`src/rtl/ffs_pkg.sv`:
```
package ffs_pkg;
  localparam int PORT_W = 32;

  typedef enum logic [3:0] {
    S_IDLE,
    S_LOAD,
    S_READ,
    S_RDLAST,
    S_WRITE,
    S_RUN,
    S_EVAL,
    S_FIX,
    S_END,
    S_FIN
  } seq_st_e;
endpackage

```
`src/rtl/ffs_sat_cnt.sv`:
```
module ffs_sat_cnt #(
  parameter int W = 32
) (
  input  logic         clk,
  input  logic         rst_n,
  input  logic         clr,
  input  logic         inc,
  output logic [W-1:0] q
);
  localparam logic [W-1:0] TOP = '1;

  logic [W-1:0] q_n;

  always_comb begin
    q_n = q;
    if (clr)
      q_n = '0;
    else if (inc && (q != TOP))
      q_n = q + 1'b1;
  end

  always_ff @(posedge clk or negedge rst_n) begin
    if (!rst_n) q <= '0;
    else        q <= q_n;
  end

  AST_CNT_STEP: assert property (@(posedge clk) disable iff (!rst_n)
    !clr |=> ((q == $past(q)) || (q == $past(q) + 1'b1)));
endmodule

```
`src/rtl/ffs_window.sv`:
```
module ffs_window #(
  parameter int LW = 16
) (
  input  logic          clk,
  input  logic          rst_n,
  input  logic          load,
  input  logic [LW-1:0] len,
  input  logic          clr,
  input  logic          mis,
  output logic          active,
  output logic          last,
  output logic          sticky
);
  logic [LW-1:0] cnt, cnt_n;
  logic          act_n, stk_n;

  assign last = active && (cnt == LW'(1));

  always_comb begin
    cnt_n = cnt;
    act_n = active;
    stk_n = sticky;
    if (load) begin
      cnt_n = (len == '0) ? LW'(1) : len;
      act_n = 1'b1;
    end else if (active) begin
      cnt_n = cnt - 1'b1;
      if (last) act_n = 1'b0;
    end
    if (clr)
      stk_n = 1'b0;
    else if (active && mis)
      stk_n = 1'b1;
  end

  always_ff @(posedge clk or negedge rst_n) begin
    if (!rst_n) begin
      cnt    <= '0;
      active <= 1'b0;
      sticky <= 1'b0;
    end else begin
      cnt    <= cnt_n;
      active <= act_n;
      sticky <= stk_n;
    end
  end

  AST_WIN_START: assert property (@(posedge clk) disable iff (!rst_n)
    $rose(active) |-> $past(load));
  AST_WIN_END: assert property (@(posedge clk) disable iff (!rst_n)
    (last && !load) |=> !active);
endmodule

```
`src/rtl/ffs_frame_buf.sv`:
```
module ffs_frame_buf #(
  parameter int WORDS = 4,
  parameter int IW    = 2,
  parameter int DW    = 32
) (
  input  logic          clk,
  input  logic          rst_n,
  input  logic          cap_en,
  input  logic          cap_clean,
  input  logic [IW-1:0] cap_idx,
  input  logic [DW-1:0] cap_data,
  input  logic [IW-1:0] rd_idx,
  input  logic [IW-1:0] flip_idx,
  input  logic [DW-1:0] flip_mask,
  output logic [DW-1:0] faulty_word,
  output logic [DW-1:0] clean_word
);
  logic [WORDS-1:0][DW-1:0] fbuf, fbuf_n;
  logic [WORDS-1:0][DW-1:0] cbuf, cbuf_n;

  always_comb begin
    fbuf_n = fbuf;
    cbuf_n = cbuf;
    if (cap_en) begin
      fbuf_n[cap_idx] = cap_data;
      if (cap_clean) cbuf_n[cap_idx] = cap_data;
    end
  end

  always_ff @(posedge clk or negedge rst_n) begin
    if (!rst_n) begin
      fbuf <= '0;
      cbuf <= '0;
    end else begin
      fbuf <= fbuf_n;
      cbuf <= cbuf_n;
    end
  end

  assign faulty_word = fbuf[rd_idx] ^ ((rd_idx == flip_idx) ? flip_mask : '0);
  assign clean_word  = cbuf[rd_idx];
endmodule

```
`src/rtl/frame_fault_seq.sv`:
```
module frame_fault_seq
  import ffs_pkg::*;
#(
  parameter int FAW   = 6,
  parameter int WORDS = 4,
  parameter int CNT_W = 32,
  parameter int TRW   = 16,
  parameter int LW    = 16
) (
  input  logic                                 clk,
  input  logic                                 rst_n,
  input  logic                                 camp_start,
  input  logic [TRW-1:0]                       camp_trials,
  input  logic                                 cum_mode,
  input  logic [LW-1:0]                        win_len,
  input  logic [FAW-1:0]                       tgt_frame,
  input  logic [((WORDS>1)?$clog2(WORDS):1)-1:0] tgt_word,
  input  logic [PORT_W-1:0]                    tgt_mask,
  output logic                                 tgt_next,
  output logic                                 cfg_rd,
  output logic                                 cfg_wr,
  output logic [FAW+((WORDS>1)?$clog2(WORDS):1)-1:0] cfg_addr,
  input  logic [PORT_W-1:0]                    cfg_rdata,
  output logic [PORT_W-1:0]                    cfg_wdata,
  output logic                                 run_en,
  input  logic                                 mismatch,
  output logic                                 dut_rst,
  output logic                                 trial_busy,
  output logic                                 trial_done,
  output logic                                 camp_busy,
  output logic                                 camp_done,
  output logic [CNT_W-1:0]                     trial_cnt,
  output logic [CNT_W-1:0]                     fail_cnt
);
  localparam int IW = (WORDS > 1) ? $clog2(WORDS) : 1;
  localparam logic [IW-1:0] LAST_IDX = IW'(WORDS - 1);

  seq_st_e        st, st_n;
  logic [IW-1:0]  widx, widx_n;
  logic [IW-1:0]  pend_idx;
  logic           pend;
  logic [TRW-1:0] left, left_n;
  logic           cum_q, cum_n;
  logic [LW-1:0]  wlen_q, wlen_n;
  logic [FAW-1:0] frame_q, frame_n;
  logic [IW-1:0]  word_q, word_n;
  logic [PORT_W-1:0] mask_q, mask_n;
  logic           fresh_q, fresh_n;

  logic cnt_clr, inc_trial, inc_fail;
  logic win_load, win_clr, win_last, sticky;
  logic [PORT_W-1:0] faulty_word, clean_word;

  // next-state process
  always_comb begin
    st_n      = st;
    widx_n    = widx;
    left_n    = left;
    cum_n     = cum_q;
    wlen_n    = wlen_q;
    frame_n   = frame_q;
    word_n    = word_q;
    mask_n    = mask_q;
    fresh_n   = fresh_q;
    cnt_clr   = 1'b0;
    inc_trial = 1'b0;
    inc_fail  = 1'b0;
    win_load  = 1'b0;
    win_clr   = 1'b0;
    unique case (st)
      S_IDLE: begin
        if (camp_start) begin
          cum_n   = cum_mode;
          wlen_n  = win_len;
          left_n  = camp_trials;
          fresh_n = 1'b1;
          cnt_clr = 1'b1;
          st_n    = (camp_trials == '0) ? S_FIN : S_LOAD;
        end
      end
      S_LOAD: begin
        if (fresh_q) frame_n = tgt_frame;
        word_n  = tgt_word;
        mask_n  = tgt_mask;
        widx_n  = '0;
        win_clr = 1'b1;
        st_n    = S_READ;
      end
      S_READ: begin
        widx_n = widx + 1'b1;
        if (widx == LAST_IDX) begin
          widx_n = '0;
          st_n   = S_RDLAST;
        end
      end
      S_RDLAST: begin
        st_n = S_WRITE;
      end
      S_WRITE: begin
        widx_n = widx + 1'b1;
        if (widx == LAST_IDX) begin
          widx_n   = '0;
          win_load = 1'b1;
          fresh_n  = 1'b0;
          st_n     = S_RUN;
        end
      end
      S_RUN: begin
        if (win_last) st_n = S_EVAL;
      end
      S_EVAL: begin
        inc_trial = 1'b1;
        inc_fail  = sticky;
        left_n    = left - 1'b1;
        if (!cum_q || sticky || (left == TRW'(1))) begin
          fresh_n = 1'b1;
          st_n    = S_FIX;
        end else begin
          st_n    = S_END;
        end
      end
      S_FIX: begin
        widx_n = widx + 1'b1;
        if (widx == LAST_IDX) begin
          widx_n = '0;
          st_n   = S_END;
        end
      end
      S_END: begin
        st_n = (left == '0) ? S_FIN : S_LOAD;
      end
      S_FIN: begin
        st_n = S_IDLE;
      end
      default: st_n = S_IDLE;
    endcase
  end

  // register process
  always_ff @(posedge clk or negedge rst_n) begin
    if (!rst_n) begin
      st       <= S_IDLE;
      widx     <= '0;
      pend     <= 1'b0;
      pend_idx <= '0;
      left     <= '0;
      cum_q    <= 1'b0;
      wlen_q   <= '0;
      frame_q  <= '0;
      word_q   <= '0;
      mask_q   <= '0;
      fresh_q  <= 1'b0;
    end else begin
      st       <= st_n;
      widx     <= widx_n;
      pend     <= (st == S_READ);
      pend_idx <= widx;
      left     <= left_n;
      cum_q    <= cum_n;
      wlen_q   <= wlen_n;
      frame_q  <= frame_n;
      word_q   <= word_n;
      mask_q   <= mask_n;
      fresh_q  <= fresh_n;
    end
  end

  ffs_frame_buf #(.WORDS(WORDS), .IW(IW), .DW(PORT_W)) u_buf (
    .clk        (clk),
    .rst_n      (rst_n),
    .cap_en     (pend),
    .cap_clean  (fresh_q),
    .cap_idx    (pend_idx),
    .cap_data   (cfg_rdata),
    .rd_idx     (widx),
    .flip_idx   (word_q),
    .flip_mask  (mask_q),
    .faulty_word(faulty_word),
    .clean_word (clean_word)
  );

  ffs_window #(.LW(LW)) u_win (
    .clk   (clk),
    .rst_n (rst_n),
    .load  (win_load),
    .len   (wlen_q),
    .clr   (win_clr),
    .mis   (mismatch),
    .active(run_en),
    .last  (win_last),
    .sticky(sticky)
  );

  ffs_sat_cnt #(.W(CNT_W)) u_trials (
    .clk(clk), .rst_n(rst_n), .clr(cnt_clr), .inc(inc_trial), .q(trial_cnt)
  );

  ffs_sat_cnt #(.W(CNT_W)) u_fails (
    .clk(clk), .rst_n(rst_n), .clr(cnt_clr), .inc(inc_fail), .q(fail_cnt)
  );

  assign cfg_rd     = (st == S_READ);
  assign cfg_wr     = (st == S_WRITE) || (st == S_FIX);
  assign cfg_addr   = {frame_q, widx};
  assign cfg_wdata  = (st == S_FIX) ? clean_word : faulty_word;
  assign dut_rst    = (st == S_FIX);
  assign tgt_next   = (st == S_LOAD);
  assign trial_done = (st == S_END);
  assign camp_done  = (st == S_FIN);
  assign camp_busy  = (st != S_IDLE);
  assign trial_busy = (st != S_IDLE) && (st != S_END) && (st != S_FIN);

  AST_PORT_EXCL: assert property (@(posedge clk) disable iff (!rst_n)
    !(cfg_rd && cfg_wr));
  AST_RUN_QUIET: assert property (@(posedge clk) disable iff (!rst_n)
    run_en |-> (!cfg_rd && !cfg_wr));
  AST_RUN_AFTER_WR: assert property (@(posedge clk) disable iff (!rst_n)
    $rose(run_en) |-> $past(cfg_wr));
  AST_RST_WITH_WR: assert property (@(posedge clk) disable iff (!rst_n)
    dut_rst |-> cfg_wr);
  AST_FAIL_BOUND: assert property (@(posedge clk) disable iff (!rst_n)
    fail_cnt <= trial_cnt);
  AST_PULSE_EXCL: assert property (@(posedge clk) disable iff (!rst_n)
    $onehot0({trial_done, camp_done, tgt_next}));
endmodule

```
`config.mk`:
```
export PLATFORM = sky130hd
export DESIGN_NAME = frame_fault_seq
export DESIGN_NICKNAME = d
export VERILOG_FILES = /design/src/rtl/ffs_pkg.sv /design/src/rtl/ffs_sat_cnt.sv /design/src/rtl/ffs_window.sv /design/src/rtl/ffs_frame_buf.sv /design/src/rtl/frame_fault_seq.sv
export SDC_FILE = /design/constraint.sdc
export NUM_CORES = 1
export LEC_CHECK = 0
export BUFFER_PORTS_ARGS = -buffer_cell sky130_fd_sc_hd__buf_4
export CORE_MARGIN = 2
export CORE_UTILIZATION = 30
export DETAILED_ROUTE_END_ITERATION = 8
export REMOVE_ABC_BUFFERS = 1
export SYNTH_ARGS = -nofsm -noshare
export SYNTH_HDL_FRONTEND = slang
export SYNTH_HIERARCHICAL = 1
export SYNTH_SLANG_ARGS = --single-unit
```
`constraint.sdc`:
```
create_clock -name clk -period 2.6 [get_ports clk]
set_input_delay 0.39 -clock clk [delete_from_list [all_inputs] [get_ports clk]]
set_output_delay 0.39 -clock clk [all_outputs]
set_load 0.01 [all_outputs]
```
Word-level counts from Yosys, hierarchy flattened. Index checks and enable logic that the tools add are counted.

Flip-flop bits (word level): 421. Input port bits: 109. Output and inout bits: 113. Word-level logic and storage cells: 132.

Add/sub/neg operators: 5. $lt $le $gt $ge: 3. Equality and inequality tests: 23. Muxes and demuxes: 46. Bitwise logic cells: 1. Reductions and logical operators: 30.

Operator list (count): 32-bit 2-to-1 mux (9); 128-bit bitwise mux (2); 32-bit binary-select mux with 2-bit select (2); 32-bit by 1-bit adder with 32-bit output, second input constant (2); 32-bit demux with 2-bit select (1); 16-bit 2-to-1 mux (4); 32-bit != test, second input constant (2); 16-bit logical NOT (3); 4-bit one-hot mux with 9 select lines (1); 16-bit by 1-bit equality test with 1-bit output, second input constant (2); 4-bit 2-to-1 mux (8); 16-bit one-hot mux with 2 select lines (1); 16-bit by 1-bit subtractor with 16-bit output, second input constant (2); 32-bit bitwise XOR (1); 4-bit by 3-bit equality test with 1-bit output, second input constant (4); 1-bit 2-to-1 mux (15); 2-bit nonzero test (6); 4-bit by 2-bit equality test with 1-bit output, second input constant (2); 4-bit equality test, second input constant (2); 4-bit != test, second input constant (2); 2-bit AND reduction (4); 1-bit logical AND (7); 2-bit by 3-bit < comparator with 1-bit output, second input constant (2); 2-bit by 1-bit != test with 1-bit output, second input constant (3); 17 further kinds (21).

Longest topological paths before layout. Gate-level depths: netlist (run 1).

Depth after elaboration: 5. Gate-level depth with buffers: 13. Gate-level depth less buffers: 10.

By module. The synthesis (run 1) kept the hierarchy.

By module, submodules not included: ffs_frame_buf (instances 1, cells each 698, area each 11508.5 µm²); frame_fault_seq (instances 1, cells each 394, area each 4216.5 µm²); ffs_sat_cnt (instances 2, cells each 198, area each 1854.3 µm²); ffs_window (instances 1, cells each 114, area each 1073.5 µm²).

Worst setup path after synthesis (run 1). No wires, ideal clock.

Path type: reg2reg. Start: register st[1]. End: register u_fails.q[31]. Setup time: 125 ps. Arrival: 2459 ps. Required time: 2475 ps. Setup slack: 16 ps. Stages on the path, launching flop included: 13. Path through: dfrtp_1 buf_2 nor2b_1 nand2_2 inv_2 buf_2 and2_1 and3_1 nand4_1 a21o_1 buf_2 nor4_1 mux2_2.

Word-level cells in the longest chain between the ends: 4.

Ends and longest elaborated chain: start, declared (line frame_fault_seq.sv:38) `seq_st_e st, st_n;`; start signal, assigned (line frame_fault_seq.sv:154) `st <= st_n;`; 4-bit by 3-bit equality test with 1-bit output (line frame_fault_seq.sv:70) `unique case (st)`; 1-bit 2-to-1 mux (line frame_fault_seq.sv:70); net inc_fail (line frame_fault_seq.sv:50) `logic cnt_clr, inc_trial, inc_fail;`; 1-bit logical AND (line ffs_sat_cnt.sv:18) `else if (inc && (q != TOP))`; 2-bit nonzero test (no source line); end signal, assigned (line ffs_sat_cnt.sv:24) `else q <= q_n;`; end, declared (line ffs_sat_cnt.sv:8) `output logic [W-1:0] q`.

The timed path passes the listed nets, and every way through them passes these cells. A chain may end at the register's enable or synchronous reset.

Worst setup path in the final report (run 1).
Start: register widx[0]. End: output cfg_wdata[31].

Word-level cells in the longest chain between the ends: 4.

Ends and longest elaborated chain: start, declared (line frame_fault_seq.sv:39) `logic [IW-1:0] widx, widx_n;`; start signal, assigned (line frame_fault_seq.sv:155) `widx <= widx_n;`; 32-bit binary-select mux with 2-bit select or 2-bit equality test (tied branches) (line ffs_frame_buf.sv:40) `assign faulty_word = fbuf[rd_idx] ^ ((rd_idx == flip_idx) ? flip_mask : '0);`; 32-bit 2-to-1 mux (implied by the code) (line ffs_frame_buf.sv:40); 32-bit bitwise XOR * (line ffs_frame_buf.sv:40); net faulty_word[31] (line frame_fault_seq.sv:52) `logic [PORT_W-1:0] faulty_word, clean_word;`; 32-bit 2-to-1 mux * (line frame_fault_seq.sv:205) `assign cfg_wdata = (st == S_FIX) ? clean_word : faulty_word;`; end, declared (line frame_fault_seq.sv:24) `output logic [PORT_W-1:0] cfg_wdata,`.

Mark *: on every way through the listed nets, which the timed path passes. The rest lies on a longest branch. The select of a mux whose other input is x is not followed.

==> flow_summary.json, run 1 <==
{
  "status": "finished with violations",
  "violations": "setup timing",
  "grt_pass1_vias": 15180,
  "grt_pass1_wl_um": 88030,
  "totalWireLength_um": 57570,
  "swShare": 0.2265,
  "grt_overflow": 0,
  "skew_ns": 0.04259,
  "drv_slew": 0,
  "clockBufferDepth": 3,
  "start_util": 0.3043,
  "crit_top_cell": "buf_12",
  "cts_tree": "built",
  "diodes": 0,
  "dp_hpwl_um": 36050,
  "synth_ff_type": "dfrtp_1",
  "cp_max_fo": 6,
  "yosys_warnings": 6,
  "power_frac_clock": 0.493,
  "fmax_ghz": 0.3445,
  "synth.avg_cell_area_sq_um": 12.80,
  "rows": 95,
  "drive_gt1_frac": 0.4398,
  "path_clk_slew_ns": 0.06,
  "syn-cell-area_sq_mm": 0.02051,
  "synth_cell_types": 77,
  "die_y_um": 265.5,
  "ys_seq_elements": 421,
  "relSlewSlack": 0.4920,
  "async_reset_ff_frac": 1.000,
  "htree_levels": 2,
  "dr.pass1.iters": 5,
  "drc": 0,
  "die_area_sq_mm": 0.07046,
  "fillers": 6309,
  "power_frac_comb": 0.071,
  "required_ns": 2.21,
  "worstPathArrival_ns": 2.51,
  "cp-start-kind": "register",
  "crit_chain": "buf_12 -> buf_12 -> mux4_2 -> xnor2_2 -> mux2_4 -> buf_6",
  "vias": 14350,
  "syn_to_final_growth_pct": 32.04,
  "routedWlPerCell_um": 20.02,
  "endpoint_kind": "output pin",
  "synth-seq-area-share": 0.5137,
  "core_sq_mm": 0.06740,
  "synth-edff-count": 0,
  "power.density_mw_per_mm2": 588.1,
  "grt_max_degree": 74,
  "cts-root-buf": "clkbuf_16",
  "ant_nets": 0,
  "dieWidth_um": 265.5,
  "cts_sinks": 421,
  "synth_top_area_cell": "dfrtp_1",
  "p_sw_uw": 3606,
  "power_frac_seq": 0.435,
  "finalSetupViolCount": 32,
  "placed_cells": 2680,
  "synthCells": 1602,
  "grtUsageTotal": 0.1601,
  "netlist.area_leader.share": 0.5137,
  "port_buffers": 221,
  "cp_slowest_cell": "mux4_2",
  "grt_setup_unrepaired": "yes",
  "clock_latency_ns": 0.63,
  "critical_path_class": "reg -> out",
  "hold_slack_ns": 0.04997,
  "synth.most_common_cell": "dfrtp_1",
  "setup_ws_ns": -0.3029,
  "cpPeakStageDelay_ns": 0.55,
  "gp_congestion": 0.8532,
  "period_minus_slack_ns": 2.903,
  "ios": 222,
  "p_leak_uw": 0.01142,
  "final_cells": 2876,
  "maxCapViolations": 0,
  "pre_cts_slack_ns": 0.1332,
  "synth.area.top_cells": "dfrtp_1 51%, mux2_2 18%, mux4_2 7.0%, xnor2_1 2.9%, nand2_1 2.0%",
  "tightestPinTransition_ns": 0.7557,
  "min_path_type": "in -> reg",
  "hold_violations": 0,
  "p_int_uw": 12320,
  "synthTopCellsByCount": "421 x dfrtp_1, 333 x mux2_2, 111 x nand2_1",
  "fin_crit_sh": 1.116,
  "cts_buffers": 51,
  "drt_iter0_drc": 907,
  "ir_drop_mv": 0.5364,
  "fin_nets": 2080,
  "antenna_found_initial": 1,
  "vias_per_cell": 4.990
}
## logic make-up (layout without fill, tap and decap cells)
kind of cell | Yosys count | in the layout | synth area share
and+or+nand+nor | 440 | 440 | 0.1176
DFF | 421 | 421 | 0.5137
muxes | 408 | 408 | 0.2594
AOI/OAI and AO/OA | 136 | 136 | 0.04405
buffers and inverters | 112 | 513 | 0.02746
xor gates and xnor gates | 77 | 77 | 0.03289
adders and majority gates | 8 | 8 | 0.004881
## metal layers
metal | part of all wire | vias up | global-route usage
li1 | - | 6592 | -
met1 | 0.44 | 7355 | 0.2090
met2 | 0.48 | 334 | 0.2675
met3 | 0.054 | 70 | 0.03583
met4 | 0.020 | 0 | 0.04306
met5 | 0 | - | 0
## registers in the layout, summed over array words and instances, names as in the netlist, 4 cells and up
name / count
frame_q: 6
u_buf/cbuf: 128
u_win/cnt: 16
u_trials/q: 32
st: 4
u_fails/q: 32
u_buf/fbuf: 128
left: 16
wlen_q: 16
mask_q: 32
## layout make-up
class,count,area [sq um],area share
clock buffer,69,1464,0.05406
clock inverter,24,420.4,0.01553
inverter,26,98.84,0.003650
multi-input combinational,1069,9617,0.3552
sequential,421,10540,0.3894
tap,873,1092,0.04034
timing repair buffer,394,3842,0.1419
## cells in the final DEF (no fill, tap or decap), types with 32 or more instances in the layout
cell / synthesis / layout
a21oi_1: 34 / 34
buf_12: 0 / 32
buf_4: 15 / 263
clkbuf_16: 0 / 56
dfrtp_1: 421 / 419
dlygate4sd3_1: 0 / 66
mux2_2: 333 / 319
mux4_2: 64 / 64
nand2_1: 111 / 109
nand3_1: 67 / 61
nor2_1: 81 / 81
xnor2_1: 67 / 60
## per-stage QoR
stage               total power [uW]  setup TNS (ns)  utilization  area, sq um
finish                         15920          -8.105       0.4018        27080
global route                   16570          -10.62       0.4018        27080
CTS                            16140          -10.45       0.3962        26700
detailed placement              8041               0       0.3512        23670
global placement                7992               0       0.3512        23670
floorplan                       7447         -119.12            -        20040
## worst paths after layout
| path | to | depth (start not counted) | slack [ns] | start |
|---|---|---|---|---|
| setup / recovery | cfg_wdata[31] | 6 | -0.30 | widx[0]$_DFFE_PN0P_ |
| hold / removal | left[1]$_DFFE_PN0P_ | 3 | 0.05 | camp_trials[1] |
| setup reg to reg | st[0]$_DFFE_PN0P_ | 7 | 0.15 | u_win/cnt[4]$_DFFE_PN0P_ |
| hold reg to reg | cum_q$_DFFE_PN0P_ | 2 | 0.48 | cum_q$_DFFE_PN0P_ |
| max in group asynchronous | u_buf/cbuf[77]$_DFFE_PN0P_ | 4 | 1.49 | rst_n |
| min in group asynchronous | u_trials/q[18]$_DFFE_PN0P_ | 2 | 0.30 | rst_n |
## power groups by stage
stage	Sequential [uW]	Clock, uW	Combinational (uW)
floorplan	7010	0	438
finish	6930	7860	1140
CTS	6930	8090	1120
global route	6960	8370	1240
detailed placement	7050	0	995
global placement	7030	0	964
## critical path: cells and delay by family, from the launching register on
kind | cells | cell delay [ns]
multiplexers | 2 | 0.83
XOR/XNOR | 1 | 0.16
buffers and inverters | 3 | 0.42
flip-flops | 1 | 0.46
## repair_timing
action / 4_1_cts / 5_1_grt
setup endpoints to repair: 33 / 38
hold buffers: 66 / 0
hold endpoints to repair: 99 / 0
pin swaps: 8 / 18
buffers inserted: 15 / 12
resized for setup: 31 / 40
gates cloned: 7 / 5
No activity file was read; power rests on OpenSTA's default activity.
==> run 2, diff against run 1 <==
Settings changed: ABC_AREA from default to 1, CORE_UTILIZATION 30 to 38.
Clock period 2.6 ns to 3.4 ns, I/O delays scaled along.
==> run 2 against run 1 <==
  * The flow now finishes without violations
  * Sequential power increased by 27%
  * Design area is 1.1% lower
  * Routed wire length increased by 14%
  * Sequential share of layout area increased by 0.45 points
  * Register-to-register slack better by 0.54 ns
  * Utilization increased by 5.2 points
  * Die area fell by 12%
  * Power rose by 59%
  * Worst setup slack gained 0.60 ns
  * Combinational power grew to 9.4 times the previous value
  * Clock skew is 0.024 ns lower
  * Critical path depth up 1
  * Largest cell class is now multi-input combinational cells
  * Highest routed layer is now met5
==> flow_summary.json, run 2 <==
{
  "die_area_sq_mm": 0.06177,
  "synth_xor_xnor_area_share": 0.009251,
  "fin_crit_sh": 0.9112,
  "synth-edff-count": 0,
  "grt_pass1_wl_um": 106300,
  "drc": 0,
  "drive_gt1_frac": 0.1458,
  "period_minus_slack_ns": 3.098,
  "muxShareOfSynthArea": 0.002974,
  "die_y_um": 248.5,
  "routedWlPerCell_um": 16.09,
  "cts_resized": 0,
  "multi_input_area_sq_mm": 0.01068,
  "fin_nets": 3375,
  "fillers": 6030,
  "synth.most_common_cell": "nand2_1",
  "gp_congestion": 0.8533,
  "yosys_warnings": 6,
  "synth_top_area_cell": "dfrtp_1",
  "grt_overflow": 0,
  "port_buffers": 221,
  "min_path_type": "in -> reg",
  "drv_slew": 0,
  "final_cell_mix": "1,203 x nand2_1, 419 x dfrtp_1, 346 x nor2_1",
  "vias": 20340,
  "core_sq_mm": 0.05902,
  "grt_pass1_vias": 19360,
  "synth.area.top_cells": "dfrtp_1 46%, nand2_1 20%, nor2_1 5.7%, nand3_1 5.1%, o21ai_0 5.1%",
  "setup_ws_ns": 0.3020,
  "yosys.area_share.adder": 0.004405,
  "totalWireLength_um": 65490,
  "p_int_uw": 14880,
  "placed_area_sq_mm": 0.02493,
  "cts_buffers": 51,
  "vias_per_cell": 4.996,
  "dieWidth_um": 248.5,
  "clock_latency_ns": 0.60,
  "synth-seq-area-share": 0.4637,
  "p_leak_uw": 0.01332,
  "netlist.area_leader.share": 0.4637,
  "synth_cell_types": 43,
  "cp-start-kind": "register",
  "required_ns": 2.89,
  "synth_compound_area_frac": 0.1071,
  "fin_tns_setup_ns": 0,
  "critical_path_class": "reg -> out",
  "clockBufferDepth": 3,
  "power_frac_comb": 0.420,
  "design_area_sq_mm": 0.02677,
  "grtUsageTotal": 0.2101,
  "p_sw_uw": 10480,
  "swShare": 0.4132,
  "tightestPinTransition_ns": 0.8529,
  "synthCells": 3092,
  "start_util": 0.3850,
  "drt_iter0_drc": 1319,
  "maxCapViolations": 0,
  "status": "complete, no violations",
  "pre_cts_slack_ns": 0.7396,
  "cts_setup_buffers": 0,
  "path_clk_slew_ns": 0.06,
  "skew_ns": 0.01904,
  "endpoint_kind": "output pin",
  "async_reset_ff_frac": 1.000,
  "synthTopCellsByCount": "1,203 x nand2_1, 421 x dfrtp_1, 346 x nor2_1",
  "power_frac_seq": 0.346,
  "worstPathArrival_ns": 2.59,
  "cp_max_fo": 41,
  "cts_tree": "built",
  "htree_levels": 2,
  "dp_hpwl_um": 41450,
  "reg.largest.list": "u_buf/cbuf (128), u_buf/fbuf (128)",
  "finalSetupViolCount": 0,
  "power_frac_clock": 0.234,
  "diodes": 0,
  "p_total_uw": 25360,
  "rows": 89,
  "power.density_mw_per_mm2": 947.1,
  "synth_ff_type": "dfrtp_1",
  "fmax_ghz": 0.3228,
  "dr.pass1.iters": 6,
  "grt_max_degree": 134,
  "register_area_sq_mm": 0.01054,
  "synth-simple-area-share": 0.3453,
  "final_common_cell": "nand2_1",
  "antenna_found_initial": 2,
  "ant_nets": 0,
  "relSlewSlack": 0.4307,
  "ir_drop_mv": 0.6813,
  "cts-root-buf": "clkbuf_16",
  "grt_setup_unrepaired": "no",
  "cts_hold_buffers": 1,
  "synth_top_family_by_area": "simple AND/OR/NAND/NOR gates",
  "hold_violations": 0,
  "syn-cell-area_sq_mm": 0.02272,
  "synth.avg_cell_area_sq_um": 7.349,
  "ys_seq_elements": 421,
  "syn_to_final_growth_pct": 17.82,
  "cts_sinks": 421,
  "ios": 222
}
==> run 2: power by group through the flow <==
stage	sequential (uW)	combinational, uW	clock, uW
floorplan	8660	6840	0
global placement	8800	10600	0
detailed placement	8810	10700	0
CTS	8750	10800	6080
global route	9060	12200	6280
finish	8770	10700	5940
==> run 2: through the flow <==
stage	instances	hold WS (ns)	util
final	4071	0.08743	0.4536
after global routing	4071	0.07759	0.4536
after CTS	4071	0.05479	0.4536
after detailed placement	3977	0.4729	0.4224
after global placement	3977	0.4651	0.4224
after floorplan	2941	0.2144	-
==> run 2: layer usage <==
layer | global-route usage | vias to the layer above | part of all wire
met4 | 0.05030 | 4 | 0.016
li1 | - | 10250 | -
met1 | 0.2894 | 9489 | 0.46
met2 | 0.3429 | 521 | 0.47
met3 | 0.03789 | 73 | 0.059
met5 | 0 | - | 0.00032
==> run 2: logic make-up (layout without fill, tap and decap cells) <==
logic type | Yosys count | in the layout
XOR/XNOR | 24 | 24
adder cells (fa/ha/maj) | 8 | 8
flip-flops | 421 | 421
AO/OA/AOI/OAI | 443 | 443
AND/OR/NAND/NOR | 1884 | 1884
buffers and inverters | 306 | 512
multiplexers | 6 | 6
==> run 2: worst max-delay path: stages, from the launching register on <==
cell	delay, ns
dfrtp_4	0.51
inv_4	0.22
buf_4	0.49
o21ai_0	0.18
o22ai_1	0.16
nand2_1	0.11
nand2_1	0.17
buf_4	0.14
==> run 2: path summary, 6_finish.rpt <==
path,startpoint,slack (ns),to,depth (start not counted)
max in group asynchronous,rst_n,1.99,u_buf/fbuf[49]$_DFFE_PN0P_,4
min reg2reg,u_buf/fbuf[93]$_DFFE_PN0P_,0.48,u_buf/fbuf[93]$_DFFE_PN0P_,2
min in group asynchronous,rst_n,0.41,u_buf/fbuf[86]$_DFFE_PN0P_,2
min,tgt_mask[19],0.09,mask_q[19]$_DFFE_PN0P_,3
max,widx[1]$_DFFE_PN0P_,0.30,cfg_wdata[12],7
max reg2reg,widx[0]$_DFFE_PN0P_,0.69,u_win/cnt[6]$_DFFE_PN0P_,8
==> run 2: cell type report <==
class | instances | area share
multi-input cells | 2365 | 0.3988
flip-flops and latches | 421 | 0.3938
repair buffers | 264 | 0.08095
clock buffers | 63 | 0.05160
well taps | 773 | 0.03613
inverters | 155 | 0.02192
clock inverters | 30 | 0.01683
==> run 3, diff against run 2 <==
Clock period 3.4 ns to 3.2 ns, I/O delays scaled along.
==> run 3 against run 2 <==
  * Final cell count up 0.15%
  * Utilization is 0.11 points higher
  * Die area is the same
  * Count of clock-buffer cells in the layout up 4
  * Clock skew shrank 0.0031 ns
  * Routed wire length rose by 1.7%
  * First-iteration DRC count is 4.0% higher
  * Flip-flop and latch count is the same
  * Combinational power is 7% higher
  * Critical path depth up 4
  * Largest cell class unchanged
==> flow_summary.json, run 3 (same netlist as run 2, synthesis figures left out) <==
{
  "ir_drop_mv": 0.6695,
  "rows": 89,
  "start_util": 0.3850,
  "core_sq_mm": 0.05902,
  "antenna_found_initial": 3,
  "placed_area_sq_mm": 0.02504,
  "required_ns": 2.72,
  "clock_latency_ns": 0.59,
  "final_common_cell": "nand2_1",
  "grtUsageTotal": 0.2102,
  "critical_path_class": "reg -> out",
  "fin_crit_sh": 0.9381,
  "final_cells": 4077,
  "cp_max_fo": 31,
  "power.density_mw_per_mm2": 1000,
  "period_minus_slack_ns": 3.002,
  "grt_pass1_vias": 19150,
  "min_path_type": "in -> reg",
  "p_total_uw": 26840,
  "dieWidth_um": 248.5,
  "ant_nets": 0,
  "port_buffers": 221,
  "reg.largest.list": "u_buf/cbuf (128), u_buf/fbuf (128)",
  "dr.pass1.iters": 5,
  "final_core_util": 0.4547,
  "die_area_sq_mm": 0.06177,
  "syn_to_final_growth_pct": 18.10,
  "crit_start": "widx[0]$_DFFE_PN0P_",
  "dp_hpwl_um": 41930,
  "grt_setup_unrepaired": "no",
  "grt_max_degree": 106,
  "rrSetupSlack_ns": 0.86,
  "vias_per_cell": 4.964,
  "drive_gt1_frac": 0.1468,
  "placed_cells": 3983,
  "gp_congestion": 0.8529,
  "cts_sinks": 421,
  "path_clk_slew_ns": 0.06,
  "cp-start-kind": "register",
  "clockBufferDepth": 3,
  "htree_levels": 2,
  "cts_setup_buffers": 0,
  "fin_nets": 3383,
  "grt_overflow": 0,
  "cts-root-buf": "clkbuf_16",
  "routedWlPerCell_um": 16.33,
  "relSlewSlack": 0.3064,
  "ios": 222,
  "crit_chain": "buf_4 -> nand2_1 -> nand2_1 -> inv_1 -> buf_12 -> nand3_1 -> nand2_1 -> nand2_1 -> nand2_1 -> nand2_1 -> buf_4",
  "cp_slowest_cell": "dfrtp_4",
  "tightestPinTransition_ns": 1.040,
  "diodes": 0,
  "totalWireLength_um": 66600,
  "hp-start": "win_len[10]",
  "fin_tns_setup_ns": 0,
  "status": "complete, no violations",
  "cts_buffers": 51,
  "hold_violations": 0,
  "worstPathArrival_ns": 2.52,
  "rr_startpoint": "st[1]$_DFFE_PN0P_",
  "endpoint_kind": "output pin",
  "cts_tree": "built",
  "drc": 0,
  "skew_ns": 0.01595,
  "die_y_um": 248.5,
  "maxCapViolations": 0,
  "finalSetupViolCount": 0,
  "crit_top_cell": "nand2_1",
  "vias": 20240,
  "p_leak_uw": 0.01335,
  "fmax_ghz": 0.3331,
  "drv_slew": 0,
  "power_frac_comb": 0.429,
  "cpPeakStageDelay_ns": 0.48,
  "final_cell_mix": "1,203 x nand2_1, 419 x dfrtp_1, 346 x nor2_1",
  "design_area_sq_mm": 0.02683,
  "drt_iter0_drc": 1372,
  "swShare": 0.4159,
  "p_int_uw": 15680,
  "power_frac_clock": 0.223,
  "grt_pass1_wl_um": 106200,
  "power_frac_seq": 0.348,
  "p_sw_uw": 11160
}
## run 3: worst paths after layout
path                                         endpoint  cells past startpoint
max reg2reg                u_trials/q[31]$_DFFE_PN0P_                     10
min                            wlen_q[10]$_DFFE_PN0P_                      3
min in group asynchronous      mask_q[22]$_DFFE_PN0P_                      2
max                                     cfg_wdata[27]                     11
min reg2reg                u_buf/fbuf[91]$_DFFE_PN0P_                      2
max in group asynchronous       wlen_q[0]$_DFFE_PN0P_                      4
## run 3: worst max-delay path, delay by kind of cell (launching register included)
kind,cells,cell delay (ns)
buffers and inverters,4,0.82
and+or+nand+nor,7,0.60
DFF,1,0.48
## run 3: layout make-up
| class | count | area, sq um |
|---|---|---|
| fill | 5986 | 32180 |
| timing repair buffer | 272 | 2340 |
| sequential | 421 | 10540 |
| multi-input combinational | 2365 | 10680 |
| clock buffer | 67 | 1439 |
| inverter | 155 | 589.3 |
| tap | 773 | 967.2 |
| clock inverter | 24 | 281.5 |
## run 3: per-layer routing
metal / GRT usage / part of all wire / vias up / routed length, um
met5: 0 / 0.00065 / - / 43
li1: - / - / 10260 / -
met3: 0.04355 / 0.059 / 84 / 3937
met1: 0.2895 / 0.46 / 9418 / 30850
met4: 0.03867 / 0.015 / 6 / 1000
met2: 0.3440 / 0.46 / 473 / 30760
## run 3: power by group through the flow
| stage | clock network (uW) | registers (uW) | logic (uW) |
|---|---|---|---|
| 3_3_place_gp | 0 | 9350 | 11300 |
| 4_1_cts | 6140 | 9310 | 11500 |
| 3_5_place_dp | 0 | 9370 | 11400 |
| 2_1_floorplan | 0 | 9200 | 7260 |
| 6_report | 6000 | 9330 | 11500 |
| 5_1_grt | 6350 | 9650 | 13100 |
## run 3: timing repair
item / in CTS / in global routing
resized for setup: 0 / 3
hold buffers: 1 / 0
hold endpoints to repair: 63 / 0
endpoints found under the setup margin: 0 / 17
## run 3: metrics by stage
step                      setup slack, ns  hold WS (ns)
final                              0.1980       0.08204
after CTS                         0.04669       0.04605
after global placement             0.7289        0.4658
after detailed placement           0.7157        0.4733
after global routing              0.02855       0.06554
after floorplan                    -2.997        0.1844
